**config.mk**
```make
export PLATFORM = sky130hd
export DESIGN_NAME = cpu_cluster_ctrl
export DESIGN_NICKNAME = d
export VERILOG_FILES = /design/src/rtl/cpuctl_pkg.sv /design/src/rtl/cpuctl_dbg_fifo.sv /design/src/rtl/cpuctl_bus_fsm.sv /design/src/rtl/cpu_cluster_ctrl.sv
export SDC_FILE = /design/constraint.sdc
export NUM_CORES = 1
export LEC_CHECK = 0
export BUFFER_PORTS_ARGS = -buffer_cell sky130_fd_sc_hd__buf_4
export CAP_MARGIN = 20
export CORE_ASPECT_RATIO = 0.75
export CORE_MARGIN = 2
export CORE_UTILIZATION = 43
export DETAILED_ROUTE_END_ITERATION = 16
export SYNTH_ARGS = -nofsm -noshare
export SYNTH_HDL_FRONTEND = slang
export SYNTH_HIERARCHICAL = 1
export SYNTH_SLANG_ARGS = --single-unit
```
**constraint.sdc**
```tcl
create_clock -name clk -period 3.6 [get_ports clk]
set_input_delay 0.18 -clock clk [delete_from_list [all_inputs] [get_ports clk]]
set_output_delay 0.18 -clock clk [all_outputs]
set_load 0.005 [all_outputs]
```
**src/rtl/cpuctl_pkg.sv**
```systemverilog
package cpuctl_pkg;
    localparam int WORD_W = 6;
    localparam int ADDR_W = WORD_W + 2;
    localparam int CHAR_W = 8;

    localparam logic [WORD_W-1:0] W_APPID = 6'd0;
    localparam logic [WORD_W-1:0] W_RESET = 6'd1;
    localparam logic [WORD_W-1:0] W_COUNT = 6'd2;
    localparam logic [WORD_W-1:0] W_SEL   = 6'd3;
    localparam logic [WORD_W-1:0] W_MEMSZ = 6'd4;
    localparam logic [WORD_W-1:0] W_UADDR = 6'd5;
    localparam logic [WORD_W-1:0] W_UDATA = 6'd6;
    localparam logic [WORD_W-1:0] W_POLL  = 6'd7;
    localparam logic [WORD_W-1:0] W_MASK  = 6'd8;
    localparam logic [WORD_W-1:0] W_MSG   = 6'd9;

    typedef enum logic [1:0] {
        ST_IDLE     = 2'd0,
        ST_MEM_WAIT = 2'd1,
        ST_ACK      = 2'd2
    } bus_state_t;
endpackage

```
**src/rtl/cpuctl_dbg_fifo.sv**
```systemverilog
module cpuctl_dbg_fifo #(
    parameter int DEPTH = 16,
    parameter int WIDTH = 8
) (
    input  logic             clk,
    input  logic             rst_n,
    input  logic             push,
    input  logic [WIDTH-1:0] din,
    input  logic             pop,
    output logic [WIDTH-1:0] head,
    output logic             not_empty
);
    localparam int PW = (DEPTH > 1) ? $clog2(DEPTH) : 1;
    localparam int CW = $clog2(DEPTH + 1);
    localparam logic [CW-1:0] FULL_CNT = CW'(DEPTH);

    logic [WIDTH-1:0] store [DEPTH];
    logic [PW-1:0]    wr_ptr, rd_ptr;
    logic [CW-1:0]    count;
    logic             push_ok, pop_ok;

    assign pop_ok  = pop && (count != '0);
    assign push_ok = push && ((count != FULL_CNT) || pop_ok);

    always_ff @(posedge clk) begin
        if (!rst_n) begin
            wr_ptr <= '0;
            rd_ptr <= '0;
            count  <= '0;
        end else begin
            if (push_ok) begin
                store[wr_ptr] <= din;
                wr_ptr <= (wr_ptr == PW'(DEPTH - 1)) ? '0 : wr_ptr + 1'b1;
            end
            if (pop_ok)
                rd_ptr <= (rd_ptr == PW'(DEPTH - 1)) ? '0 : rd_ptr + 1'b1;
            if (push_ok && !pop_ok)
                count <= count + 1'b1;
            else if (pop_ok && !push_ok)
                count <= count - 1'b1;
        end
    end

    assign not_empty = (count != '0);
    assign head      = not_empty ? store[rd_ptr] : '0;

    p_no_overflow_r9: assert property (@(posedge clk) disable iff (!rst_n)
        count <= FULL_CNT);
    p_empty_pop_r8: assert property (@(posedge clk) disable iff (!rst_n)
        (pop && !push && count == '0) |=> (count == '0));
endmodule

```
**src/rtl/cpuctl_bus_fsm.sv**
```systemverilog
module cpuctl_bus_fsm
    import cpuctl_pkg::*;
(
    input  logic clk,
    input  logic rst_n,
    input  logic req,
    input  logic needs_mem,
    output logic idle,
    output logic ack,
    output logic cap_mem
);
    bus_state_t state, state_nx;

    always_ff @(posedge clk) begin
        if (!rst_n) state <= ST_IDLE;
        else        state <= state_nx;
    end

    always_comb begin
        state_nx = state;
        idle     = 1'b0;
        ack      = 1'b0;
        cap_mem  = 1'b0;
        unique case (state)
            ST_IDLE: begin
                idle = 1'b1;
                if (req) state_nx = needs_mem ? ST_MEM_WAIT : ST_ACK;
            end
            ST_MEM_WAIT: begin
                cap_mem  = 1'b1;
                state_nx = ST_ACK;
            end
            ST_ACK: begin
                ack      = 1'b1;
                state_nx = ST_IDLE;
            end
            default: state_nx = ST_IDLE;
        endcase
    end

    p_ack_pulse_r11: assert property (@(posedge clk) disable iff (!rst_n)
        ack |=> !ack);
    p_mem_wait_ack_r5: assert property (@(posedge clk) disable iff (!rst_n)
        (state == ST_MEM_WAIT) |=> ack);
endmodule

```
**src/rtl/cpu_cluster_ctrl.sv**
```systemverilog
module cpu_cluster_ctrl
    import cpuctl_pkg::*;
#(
    parameter int          N_CORES   = 4,
    parameter int          MEM_AW    = 6,
    parameter int          DBG_DEPTH = 16,
    parameter logic [31:0] APP_ID    = 32'hC0DE_0042
) (
    input  logic                    clk,
    input  logic                    rst_n,
    input  logic                    bus_req,
    input  logic                    bus_we,
    input  logic [ADDR_W-1:0]       bus_addr,
    input  logic [31:0]             bus_wdata,
    output logic [31:0]             bus_rdata,
    output logic                    bus_ack,
    output logic [N_CORES-1:0]      core_rst,
    output logic [N_CORES-1:0]      mem_en,
    output logic                    mem_we,
    output logic [MEM_AW-1:0]       mem_addr,
    output logic [31:0]             mem_wdata,
    input  logic [32*N_CORES-1:0]   mem_rdata,
    input  logic [N_CORES-1:0]      dbg_push,
    input  logic [CHAR_W*N_CORES-1:0] dbg_char,
    output logic                    dbg_irq
);
    localparam int SEL_W = (N_CORES > 1) ? $clog2(N_CORES) : 1;
    localparam logic [31:0] MEM_BYTES = 32'((1 << MEM_AW) * 4);

    logic [WORD_W-1:0]  word;
    logic               idle, cap_mem, accept, wr, rd, sel_ok, needs_mem;
    logic [SEL_W-1:0]   sel_q;
    logic [MEM_AW-1:0]  uaddr_q;
    logic [N_CORES-1:0] rst_q, mask_q, poll, pop;
    logic [31:0]        rdata_q, rd_mux;
    logic [CHAR_W-1:0]  head [N_CORES];
    logic [31:0]        mem_word [N_CORES];

    assign word      = bus_addr[ADDR_W-1:2];
    assign sel_ok    = (32'(sel_q) < N_CORES);
    assign needs_mem = !bus_we && (word == W_UDATA) && sel_ok;
    assign accept    = idle && bus_req;
    assign wr        = accept && bus_we;
    assign rd        = accept && !bus_we;

    cpuctl_bus_fsm u_fsm (
        .clk(clk), .rst_n(rst_n), .req(bus_req), .needs_mem(needs_mem),
        .idle(idle), .ack(bus_ack), .cap_mem(cap_mem)
    );

    genvar gi;
    generate
        for (gi = 0; gi < N_CORES; gi++) begin : g_core
            logic is_sel;
            assign is_sel       = sel_ok && (sel_q == SEL_W'(gi));
            assign pop[gi]      = rd && (word == W_MSG) && is_sel;
            assign mem_en[gi]   = accept && (word == W_UDATA) && is_sel;
            assign mem_word[gi] = mem_rdata[32*gi +: 32];

            cpuctl_dbg_fifo #(.DEPTH(DBG_DEPTH), .WIDTH(CHAR_W)) u_fifo (
                .clk(clk), .rst_n(rst_n),
                .push(dbg_push[gi]), .din(dbg_char[CHAR_W*gi +: CHAR_W]),
                .pop(pop[gi]), .head(head[gi]), .not_empty(poll[gi])
            );
        end
    endgenerate

    assign mem_we    = wr && (word == W_UDATA);
    assign mem_addr  = uaddr_q;
    assign mem_wdata = bus_wdata;

    always_ff @(posedge clk) begin
        if (!rst_n) begin
            rst_q   <= '1;
            mask_q  <= '0;
            sel_q   <= '0;
            uaddr_q <= '0;
        end else if (wr) begin
            unique case (word)
                W_RESET: rst_q   <= bus_wdata[N_CORES-1:0];
                W_SEL:   sel_q   <= bus_wdata[SEL_W-1:0];
                W_UADDR: uaddr_q <= bus_wdata[MEM_AW-1:0];
                W_MASK:  mask_q  <= bus_wdata[N_CORES-1:0];
                default: ;
            endcase
        end
    end

    always_comb begin
        unique case (word)
            W_APPID: rd_mux = APP_ID;
            W_RESET: rd_mux = 32'(rst_q);
            W_COUNT: rd_mux = 32'(4'(N_CORES));
            W_SEL:   rd_mux = 32'(sel_q);
            W_MEMSZ: rd_mux = MEM_BYTES;
            W_UADDR: rd_mux = 32'(uaddr_q);
            W_POLL:  rd_mux = 32'(poll);
            W_MASK:  rd_mux = 32'(mask_q);
            W_MSG:   rd_mux = sel_ok ? 32'(head[sel_q]) : '0;
            default: rd_mux = '0;
        endcase
    end

    always_ff @(posedge clk) begin
        if (!rst_n)
            rdata_q <= '0;
        else if (cap_mem)
            rdata_q <= mem_word[sel_q];
        else if (rd && !needs_mem)
            rdata_q <= rd_mux;
    end

    assign bus_rdata = rdata_q;
    assign core_rst  = rst_q;
    assign dbg_irq   = |(poll & mask_q);

    p_rst_write_r2: assert property (@(posedge clk) disable iff (!rst_n)
        (wr && word == W_RESET) |=> (core_rst == $past(bus_wdata[N_CORES-1:0])));
    p_mask_zero_r10: assert property (@(posedge clk) disable iff (!rst_n)
        (wr && word == W_MASK && bus_wdata[N_CORES-1:0] == '0) |=> !dbg_irq);
    p_mem_onehot_r4: assert property (@(posedge clk) disable iff (!rst_n)
        $onehot0(mem_en));
endmodule

```
==> impl_metrics.yaml <==
sta:
  rsz0062_at_grt: "no"
  finalCriticalPeriod_ps: 3430
  worstMarginPinSlew_ps: 960.0
  hold_viol_final: 0
  fin_tns_setup_ps: 0
  timing.fmax_mhz: 291.6
  period_share: 0.9527
  finalWorstSetupSlack_ps: 170.3
  relSlewSlack: 0.3561
  slew_violations: 0
  final-setup-viol-count: 0
  fin_skew_ps: 24.00
floorplan:
  start_util: 0.4373
  dieHeight_um: 222.3
  dieArea_mm2: 0.06558
  core_area_mm2: 0.06247
  die_x_um: 295.0
  num_rows: 79
  io_pins: 289
synthesis:
  synth_most_common_cell: "edfxtp_1"
  synth_top_area_cell: "edfxtp_1"
  syn_nets: 1898
  synth_area_mm2: 0.02732
  synth-async-reset-ratio: 0
  ys_warn_count: 6
  synth-edff-count: 512
  synth-main-ff-cell: "edfxtp_1"
  synth_top_area_frac: 0.5628
  synth_commonest_cells: "edfxtp_1 (512), mux4_2 (144), dfxtp_1 (118), nor2_1 (100), mux2i_1 (74)"
  netlist_top_cells_area: "edfxtp_1 (56%), mux4_2 (12%), dfxtp_1 (8.6%)"
  syn_area_per_cell_um2: 16.56
  ys_seq_elements: 630
  synthCells: 1650
  ys_seq_area_frac: 0.6493
  ys_types: 67
detailed_routing:
  vias_per_cell: 5.508
  firstDrtPassIters: 5
  totalWireLength_um: 67870
  wl_per_cell_um: 23.53
  route.detailed.drc: 0
  drt_iter0_drc: 1202
  vias: 15890
  ant_nets: 0
power:
  pwr-share-clk: 0.378
  power_frac_comb: 0.115
  swShare: 0.2386
  seq_power_share: 0.507
  powerDensity_mw_per_mm2: 493.3
  p_leak_nw: 10.99
  p_int_w: 0.01226
  switching_power_w: 0.003844
  p_total_w: 0.01611
  ir_worst_vdd_mv: 0.2904
clocking:
  cts_root_buf: "clkbuf_16"
  post_cts_buffers: 0
  cts_buffers: 59
  cts.sinks: 630
  ctsLongestPathBuffers: 3
  path_clk_slew_ps: 70
  clkLatencyLatePin_ps: 620
  htree_levels: 2
  cts_tree: "done"
placement:
  preCtsSetupSlack_ps: 127.2
  dp_hpwl_um: 48260
  dp_cells: 2706
  port_buffers: 234
  gp_congestion: 0.8448
cells_and_area:
  multiInputGateArea_mm2: 0.008612
  stdcell_count: 2885
  drive_gt1_frac: 0.3031
  final_nets: 2230
  area_growth_pct: 19.53
  register_area_mm2: 0.01774
  fill_cells: 5176
worst_setup_path:
  cp_slowest_cell: "or4b_2"
  crit_path_start_kind: "register"
  crit_path_end_kind: "register"
  crit_path_max_fanout: 7
  worstPathArrival_ps: 3990
  slowest_delay_ps: 600
  worstPathRequired_ps: 4160
  crit_type: "reg2reg"
  path_cells: "nor2_1, and3b_1, nand3_2, nor2_1, nand2b_1, o21ai_4, inv_2, ha_1, inv_1, ha_1, a21o_2, a21oi_1, or4b_2, nand3_1"
global_routing:
  globalRouteTotalUtil: 0.2040
  grt_max_degree: 59
  grt_pass1_vias: 16000
  grt_pass1_wl_um: 99750
  grt-ovfl-total: 0
  antenna_found_initial: 7
hold_path:
  hold_path.class: "in2reg"
run:
  timing.max_cap.violations: 0
status:
  status: "finished clean"
==> cells in the final DEF, fill, tap and decap left out, drive strengths merged, types with 5 or more instances in the layout <==
cell type	n
a211oi	70
a21boi	12
a21oi	30
a22oi	25
a311o	6
a31oi	5
and2	18
buf	343
clkbuf	92
clkinv	15
dfxtp	118
dlygate4sd3	65
edfxtp	512
ha	36
inv	28
mux2i	74
mux4	164
nand2	58
nand2b	23
nand3	52
nand4	7
nor2	104
nor2b	43
nor3	21
nor3b	6
o211ai	8
o21ai	14
o22ai	9
or4b	7
xnor2	16
==> area by class of cell <==
type,count,area share
Clock inverter,19,0.005518
Inverter,28,0.003219
Timing Repair Buffer,408,0.09917
Antenna cell,3,0.0002299
Sequential cell,630,0.5434
Multi-Input combinational cell,855,0.2638
Tap cell,850,0.03257
Clock buffer,92,0.05215
==> worst paths after layout <==
path | startpoint | end | slack [ps] | depth (start not counted)
worst max-delay path | u_fsm/state[0] | g_core[1].u_fifo/count[3] | 170 | 14
worst min-delay path | mem_rdata[124] | bus_rdata[28] | 50 | 4
worst max register to register | u_fsm/state[0] | g_core[1].u_fifo/count[3] | 170 | 14
worst min register to register | bus_rdata[8] | bus_rdata[8] | 460 | 2
==> kinds of logic (layout without fill, tap and decap cells) <==
kind of cell               Yosys count  count (layout)  synth area share
xor gates and xnor gates            16              16          0.005130
buffers and inverters              165             547           0.03595
DFF                                630             630            0.6493
muxes                              238             238            0.1651
adders and majority gates           40              40           0.01942
AOI/OAI and AO/OA                  199             199           0.05670
other                                0               3                 0
and+or+nand+nor                    362             362           0.06843
==> state kept, by name, summed over array words and instances (netlist names), named ones only <==
signal,cells
mask_q,4
g_core.u_fifo/store,512
sel_q,2
mem_addr,6
core_rst,4
g_core.u_fifo/rd_ptr,16
g_core.u_fifo/wr_ptr,16
bus_rdata,32
u_fsm/state,2
g_core.u_fifo/count,20
==> worst max-delay path: cells and delay by family (launching register included) <==
family          cells  cell delay, ps
compound gates      3             280
flops               1             340
fa+ha+maj           2             490
buf+inv             2             240
simple gates        7            2010
==> per-layer routing <==
layer | up-vias | share of wire | GRT usage
met5 | - | 0 | 0
met4 | 0 | 0.027 | 0.06402
met3 | 96 | 0.070 | 0.03721
met2 | 518 | 0.47 | 0.3297
met1 | 8086 | 0.43 | 0.2811
li1 | 7191 | - | -
==> power groups by stage <==
stage | sequential [W] | combinational (W) | clock, W
detailed placement | 0.00832 | 0.00180 | 0
global route | 0.00818 | 0.00202 | 0.00651
finish | 0.00816 | 0.00186 | 0.00608
CTS | 0.00816 | 0.00186 | 0.00623
floorplan | 0.00829 | 0.00108 | 0
global placement | 0.00831 | 0.00176 | 0
==> metrics by stage <==
step,area (µm²),util,hold slack [ps]
floorplan,27320,-,278.9
global placement,30110,0.4819,360.0
detailed placement,30110,0.4819,360.0
CTS,32640,0.5225,4.507
global route,32650,0.5226,47.17
finish,32650,0.5227,46.37
==> what timing repair did <==
item | CTS | global route
endpoints found under the hold margin | 559 | 0
hold buffers | 65 | 0
setup endpoints to repair | 0 | 5
resized for setup | 0 | 1
No activity file was read; power rests on OpenSTA's default activity.
